## src/rtl/clkgen_pkg.sv

```systemverilog
package clkgen_pkg;
  // Configuration word bit positions (fields a channel decodes)
  localparam int CFG_BYP     = 0;
  localparam int CFG_OINV    = 1;
  localparam int CFG_SEL_LSB = 2;
  // Control word bit positions
  localparam int CTL_BMODE_LSB = 0;
  localparam int CTL_RUN       = 2;
  localparam int CTL_PMODE     = 3;
  localparam int CTL_IINV_LSB  = 4;

  typedef enum logic [1:0] {
    BUS_OFF  = 2'd0,
    BUS_RSVD = 2'd1,
    BUS_DYN  = 2'd2,
    BUS_ON   = 2'd3
  } bus_mode_e;
endpackage

```

## src/rtl/clkgen_regs.sv

```systemverilog
module clkgen_regs #(
  parameter int NUM_CH  = 2,
  parameter int NUM_SRC = 8,
  parameter int DIV_W   = 8,
  parameter int ADDR_W  = 4,
  parameter int DATA_W  = 32
) (
  input  logic                     clk,
  input  logic                     rst,
  input  logic                     we,
  input  logic [ADDR_W-1:0]        addr,
  input  logic [DATA_W-1:0]        wdata,
  output logic [DATA_W-1:0]        rdata,
  output logic [4+NUM_SRC-1:0]     ctl_q,
  output logic [NUM_CH*(2+$clog2(NUM_SRC)+DIV_W)-1:0] cfg_q
);
  localparam int SEL_W     = $clog2(NUM_SRC);
  localparam int CFG_W     = 2 + SEL_W + DIV_W;
  localparam int CTL_W     = 4 + NUM_SRC;
  localparam int CTRL_WORD = 2 * NUM_CH;
  localparam int USED_W    = (CTL_W > CFG_W) ? CTL_W : CFG_W;

  logic unused_wdata;
  assign unused_wdata = ^wdata[DATA_W-1:USED_W];

  // Control word
  always_ff @(posedge clk) begin
    if (rst) begin
      ctl_q <= '0;
    end else if (we && addr == ADDR_W'(CTRL_WORD)) begin
      ctl_q <= wdata[CTL_W-1:0];
    end
  end

  // One configuration word per channel, at even word slots
  for (genvar c = 0; c < NUM_CH; c++) begin : g_cfg
    always_ff @(posedge clk) begin
      if (rst) begin
        cfg_q[c*CFG_W +: CFG_W] <= '0;
      end else if (we && addr == ADDR_W'(2*c)) begin
        cfg_q[c*CFG_W +: CFG_W] <= wdata[CFG_W-1:0];
      end
    end
  end

  always_comb begin
    rdata = '0;
    if (addr == ADDR_W'(CTRL_WORD)) rdata[CTL_W-1:0] = ctl_q;
    for (int c = 0; c < NUM_CH; c++) begin
      if (addr == ADDR_W'(2*c)) rdata[CFG_W-1:0] = cfg_q[c*CFG_W +: CFG_W];
    end
  end
endmodule

```

## src/rtl/clkgen_src_cond.sv

```systemverilog
module clkgen_src_cond #(
  parameter int NUM_SRC = 8
) (
  input  logic               clk,
  input  logic               rst,
  input  logic [NUM_SRC-1:0] src_in,
  input  logic [NUM_SRC-1:0] inv,
  output logic [NUM_SRC-1:0] lvl,
  output logic [NUM_SRC-1:0] tick
);
  logic [NUM_SRC-1:0] lvl_q;

  // Edge history is kept for every input, so switching sources later
  // never compares against a stale sample.
  assign lvl  = src_in ^ inv;
  assign tick = lvl & ~lvl_q;

  always_ff @(posedge clk) begin
    if (rst) lvl_q <= '0;
    else     lvl_q <= lvl;
  end
endmodule

```

## src/rtl/clkgen_divider.sv

```systemverilog
module clkgen_divider #(
  parameter int NUM_SRC = 8,
  parameter int DIV_W   = 8
) (
  input  logic                       clk,
  input  logic                       rst,
  input  logic                       run,
  input  logic [NUM_SRC-1:0]         lvl,
  input  logic [NUM_SRC-1:0]         tick,
  input  logic [$clog2(NUM_SRC)-1:0] cfg_sel,
  input  logic [DIV_W-1:0]           cfg_divm1,
  output logic                       div_o,
  output logic                       byp_o
);
  localparam int SEL_W = $clog2(NUM_SRC);

  logic [SEL_W-1:0] sh_sel;
  logic [DIV_W-1:0] sh_divm1;
  logic [DIV_W-1:0] cnt;
  logic [DIV_W:0]   hi_len;
  logic [DIV_W:0]   cnt_inc;
  logic             sel_tick;
  logic             term;
  logic             by_one;

  // High phase lasts ceil(N/2) ticks, N = sh_divm1 + 1
  assign hi_len   = ({1'b0, sh_divm1} + (DIV_W+1)'(2)) >> 1;
  assign cnt_inc  = {1'b0, cnt} + (DIV_W+1)'(1);
  assign sel_tick = tick[sh_sel];
  assign term     = (cnt == sh_divm1);
  assign by_one   = (sh_divm1 == '0);

  always_ff @(posedge clk) begin
    if (rst) begin
      byp_o <= 1'b0;
    end else begin
      byp_o <= lvl[cfg_sel];
    end
  end

  always_ff @(posedge clk) begin
    if (rst) begin
      sh_sel   <= '0;
      sh_divm1 <= '0;
      cnt      <= '0;
      div_o    <= 1'b0;
    end else if (run) begin
      if (by_one) begin
        div_o <= lvl[sh_sel];
        if (sel_tick) begin
          sh_sel   <= cfg_sel;
          sh_divm1 <= cfg_divm1;
          cnt      <= '0;
        end
      end else if (sel_tick) begin
        if (term) begin
          cnt      <= '0;
          sh_sel   <= cfg_sel;
          sh_divm1 <= cfg_divm1;
          div_o    <= 1'b1;
        end else begin
          cnt   <= cnt_inc[DIV_W-1:0];
          div_o <= (cnt_inc < hi_len);
        end
      end
    end
  end
endmodule

```

## src/rtl/clkgen_gate.sv

```systemverilog
module clkgen_gate
  import clkgen_pkg::*;
(
  input  logic [1:0] bmode,
  input  logic       pmode,
  input  logic       bus_busy,
  output logic       bclk_en,
  output logic       pclk_en
);
  bus_mode_e mode;
  assign mode = bus_mode_e'(bmode);

  always_comb begin
    unique case (mode)
      BUS_ON:  bclk_en = 1'b1;
      BUS_DYN: bclk_en = bus_busy;
      default: bclk_en = 1'b0;  // off and the reserved code
    endcase
  end

  assign pclk_en = pmode | bus_busy;
endmodule

```

## src/rtl/clkgen_top.sv

```systemverilog
module clkgen_top
  import clkgen_pkg::*;
#(
  parameter int NUM_CH  = 2,
  parameter int NUM_SRC = 8,
  parameter int DIV_W   = 8,
  parameter int ADDR_W  = 4,
  parameter int DATA_W  = 32
) (
  input  logic               clk,
  input  logic               rst,
  input  logic               reg_we,
  input  logic [ADDR_W-1:0]  reg_addr,
  input  logic [DATA_W-1:0]  reg_wdata,
  output logic [DATA_W-1:0]  reg_rdata,
  input  logic [NUM_SRC-1:0] src_in,
  input  logic               bus_busy,
  output logic [NUM_CH-1:0]  clk_out,
  output logic               bclk_en,
  output logic               pclk_en
);
  localparam int SEL_W = $clog2(NUM_SRC);
  localparam int CFG_W = 2 + SEL_W + DIV_W;
  localparam int CTL_W = 4 + NUM_SRC;

  logic [CTL_W-1:0]        ctl_q;
  logic [NUM_CH*CFG_W-1:0] cfg_q;
  logic [NUM_SRC-1:0]      lvl;
  logic [NUM_SRC-1:0]      tick;
  logic [NUM_CH-1:0]       div_raw;
  logic [NUM_CH-1:0]       byp_raw;

  clkgen_regs #(
    .NUM_CH(NUM_CH), .NUM_SRC(NUM_SRC), .DIV_W(DIV_W),
    .ADDR_W(ADDR_W), .DATA_W(DATA_W)
  ) u_regs (
    .clk(clk), .rst(rst), .we(reg_we), .addr(reg_addr),
    .wdata(reg_wdata), .rdata(reg_rdata), .ctl_q(ctl_q), .cfg_q(cfg_q)
  );

  clkgen_src_cond #(.NUM_SRC(NUM_SRC)) u_src (
    .clk(clk), .rst(rst), .src_in(src_in),
    .inv(ctl_q[CTL_IINV_LSB +: NUM_SRC]), .lvl(lvl), .tick(tick)
  );

  for (genvar c = 0; c < NUM_CH; c++) begin : g_ch
    logic [CFG_W-1:0] cfg;
    assign cfg = cfg_q[c*CFG_W +: CFG_W];

    clkgen_divider #(.NUM_SRC(NUM_SRC), .DIV_W(DIV_W)) u_div (
      .clk(clk), .rst(rst), .run(ctl_q[CTL_RUN]),
      .lvl(lvl), .tick(tick),
      .cfg_sel(cfg[CFG_SEL_LSB +: SEL_W]),
      .cfg_divm1(cfg[CFG_SEL_LSB+SEL_W +: DIV_W]),
      .div_o(div_raw[c]), .byp_o(byp_raw[c])
    );

    assign clk_out[c] = cfg[CFG_OINV] ^ (cfg[CFG_BYP] ? byp_raw[c] : div_raw[c]);
  end

  clkgen_gate u_gate (
    .bmode(ctl_q[CTL_BMODE_LSB +: 2]), .pmode(ctl_q[CTL_PMODE]),
    .bus_busy(bus_busy), .bclk_en(bclk_en), .pclk_en(pclk_en)
  );
endmodule

```

## config.mk

```make
export PLATFORM = sky130hd
export DESIGN_NAME = clkgen_top
export DESIGN_NICKNAME = d
export VERILOG_FILES = /design/src/rtl/clkgen_pkg.sv /design/src/rtl/clkgen_regs.sv /design/src/rtl/clkgen_src_cond.sv /design/src/rtl/clkgen_divider.sv /design/src/rtl/clkgen_gate.sv /design/src/rtl/clkgen_top.sv
export SDC_FILE = /design/constraint.sdc
export NUM_CORES = 1
export LEC_CHECK = 0
export CORE_ASPECT_RATIO = 0.9
export CORE_MARGIN = 2
export CORE_UTILIZATION = 40
export CTS_CLUSTER_SIZE = 24
export DETAILED_ROUTE_END_ITERATION = 7
export HOLD_SLACK_MARGIN = 0.1
export PLACE_DENSITY = 0.74
export RECOVER_POWER = 50
export SLEW_MARGIN = 20
export SYNTH_ARGS = -nofsm -noshare
export SYNTH_HDL_FRONTEND = slang
export SYNTH_SLANG_ARGS = --single-unit
```

## constraint.sdc

```tcl
create_clock -name clk -period 2.9 [get_ports clk]
set_clock_uncertainty 0.1 [all_clocks]
set_input_delay 0.29 -clock clk [delete_from_list [all_inputs] [get_ports clk]]
set_output_delay 0.29 -clock clk [all_outputs]
set_load 0.02 [all_outputs]
```

==> results.cfg <==
[outcome]
status = finished clean

[synth]
synth_cell_type_count = 54
ys_warn_count = 0
seq_area_frac_synth = 0.336
avgSynthCellArea_um2 = 8.36
syn-cell-area_mm2 = 0.00524
synth_ff_type = dfxtp_1
yosysTopAreaCellShare = 0.336
synthArstFlopShare = 0
ys_ff_latch = 88
syn_inst = 627
synthTopCellsByArea = dfxtp_1 (34%), nand2_1 (8.0%), a21oi_1 (6.1%)
yosysTopAreaCell = dfxtp_1
synth_edf_count = 0

[detailed_routing]
vias = 4639
drc = 0
drtPass1Iterations = 7
routed_wl_mm = 13.8
first_iter_violations = 399
vias_per_cell = 5.64
drtAntennaViolNets = 0
wl_per_cell_um = 16.8

[pwr]
netSwitchingPower_w = 0.000689
p_int_w = 0.00191
clock_power_share = 0.448
powerDensity_mw_per_mm2 = 432
combPwrFrac = 0.077
swShare = 0.265
seqPwrFrac = 0.476
peakVddDrop_uv = 283
power.total_w = 0.00260
p_leak_nw = 2.31

[sta]
rsz0062_at_grt = false
final.setup.tns_ns = 0
fmax_mhz = 368
slew_violations = 0
min_period_ns = 2.72
slew_headroom = 0.497
period_share = 0.937
report.final.hold_viol_count = 0
final-setup-viol-count = 0
worstMarginPinSlew_ns = 0.755

[cts]
cts_setup_buffers = 0
clockBufferDepth = 2
path_clk_slew_ns = 0.06
holdBufCountCts = 0
cts_tree = yes
htree_levels = 3
tritoncts.num_buffers = 9
numClockSinks = 88
root_buffer = clkbuf_16
clk_latency_ns = 0.35

[setup_path]
rr_startpoint = g_ch[1].u_div.sh_divm1[1]
critical_path_arrival_ns = 2.33
worst-path-buf-inv = 4
slowest_stage = clkdlybuf4s50_1
rr_worst_depth = 10
critical_path.max_stage_delay_ns = 0.62
crit_type = in2out
path_cells = dlygate4sd3_1 > nor4b_1 > buf_4 > a222oi_1 > inv_1 > clkdlybuf4s50_1
cpLargestDelayFamily = buffers and inverters
startpoint_type = primary input
cp.depth = 6
cp-end-kind = output port
timing.rr.end = g_ch[1].u_div.div_o
required_ns = 2.51
reg2reg_slack_ns = 0.24
cp_max_fo = 15

[grt]
track_usage = 0.196
grt_overflow = 0
antenna_found_initial = 0
grt_pass1_wl_mm = 22.5
grt_max_degree = 70
grt_pass1_vias = 4515

[finish]
fin_area_mm2 = 0.00601
instances_no_fill = 822
nets = 719
most-common-layout-cells = nand2_1 (112), dfxtp_1 (87), a21oi_1 (64)
num-fill-cells = 1198
area_delta_synth_final_pct = 14.7
drive_gt1_frac = 0.0729
diodes = 0
final_common_cell = nand2_1
final_util = 0.472

[min_path]
min_path_type = reg2reg
hold_depth = 2
min_from = u_regs.ctl_q[3]
hold_path_end = u_regs.ctl_q[3]

[place]
gp_congestion = 0.878
port-buffer-count = 45
dpl_cell_area_mm2 = 0.00577
hpwl_mm = 9.97
dpl.cell_count = 806

[floorplanning]
die_y_um = 113
dieArea_mm2 = 0.0140
ioPinCount = 84
core_mm2 = 0.0127
die_x_um = 125
start_util = 0.412
rows = 39

[job]
max_cap_violations = 0
-- logic make-up (layout without fill, tap and decap cells) --
kind of cell | count (synthesis) | count (layout) | share of synthesized area
flops | 88 | 88 | 0.336
xor+xnor | 54 | 54 | 0.0959
simple gates | 207 | 207 | 0.180
fa+ha+maj | 18 | 18 | 0.0430
mux | 16 | 16 | 0.0539
other cells | 1 | 19 | 0.000715
buf+inv | 84 | 97 | 0.0790
compound gates | 159 | 159 | 0.211
-- final cells by class --
| type | instances | area [um2] | area share |
|---|---|---|---|
| multi-input cells | 473 | 3100 | 0.516 |
| flip-flops and latches | 88 | 1760 | 0.293 |
| repair buffers | 61 | 571 | 0.0949 |
| clock buffers | 9 | 225 | 0.0375 |
| well taps | 164 | 205 | 0.0341 |
| inverters | 20 | 75.1 | 0.0125 |
| clock inverters | 7 | 70.1 | 0.0117 |
-- cells in the mapped netlist (all sizes together) (4+ instances only) --
library cell  number
nand2            112
dfxtp             88
a21oi             64
clkbuf            34
buf               30
nor2              30
xor2              28
xnor2             26
a31o              23
inv               20
ha                18
o21ai             16
a222oi            12
a32o              12
nand3             12
and3               9
mux4               9
nor3b              9
a211oi             6
nand2b             6
nor2b              6
and2               5
mux2i              5
nor4               5
nand4              4
-- power by group through the flow --
stage / sequential [W] / combinational [W] / clock, W
6_report: 0.00124 / 0.000199 / 0.00116
3_5_place_dp: 0.00126 / 0.000203 / 0
5_1_grt: 0.00124 / 0.000214 / 0.00123
2_1_floorplan: 0.00126 / 0.000139 / 0
4_1_cts: 0.00124 / 0.000204 / 0.00117
3_3_place_gp: 0.00126 / 0.000198 / 0
-- metal layers --
layer | vias up | wire, um | GRT usage | part of all wire
met2 | 176 | 6530 | 0.320 | 0.47
met5 | - | 0 | 0 | 0
li1 | 2254 | - | - | -
met3 | 15 | 1010 | 0.0400 | 0.073
met1 | 2194 | 6090 | 0.262 | 0.44
met4 | 0 | 201 | 0.0584 | 0.015
-- per-stage QoR --
step | setup WS (ns) | hold WS (ns)
floorplan | 0.485 | 0.326
global placement | 0.174 | 0.367
detailed placement | 0.132 | 0.365
CTS | 0.207 | 0.378
global route | 0.0201 | 0.404
finish | 0.183 | 0.386
-- state kept, by name, indices dropped and copies added (netlist names) --
name                 cells
g_ch.u_div.div_o         2
u_src.lvl_q              8
g_ch.u_div.sh_divm1     16
g_ch.u_div.sh_sel        6
g_ch.u_div.cnt          16
u_regs.cfg_q            26
u_regs.ctl_q            12
g_ch.u_div.byp_o         2
-- worst min-delay path: stages, from the launching register on --
cell and delay, ns:
dfxtp_1 0.33, nand2_1 0.06, a21oi_1 0.05
-- how the worst max path moves through the flow --
stage | from | to | slack [ns]
CTS | g_ch[0].u_div.cnt[0] | g_ch[0].u_div.div_o | 0.21
global placement | src_in[1] | g_ch[1].u_div.sh_divm1[7] | 0.17
finish | reg_addr[2] | reg_rdata[4] | 0.18
detailed placement | src_in[1] | g_ch[1].u_div.sh_divm1[7] | 0.13
global route | g_ch[0].u_div.cnt[1] | g_ch[0].u_div.div_o | 0.02
floorplan | g_ch[1].u_div.cnt[2] | g_ch[1].u_div.div_o | 0.48
-- timing repair --
| item | in CTS | in global routing |
|---|---|---|
| endpoints found under the setup margin | 0 | 1 |
| hold endpoints to repair | 0 | 0 |
| resized for setup | 0 | 1 |
No activity file was read; power rests on OpenSTA's default activity.
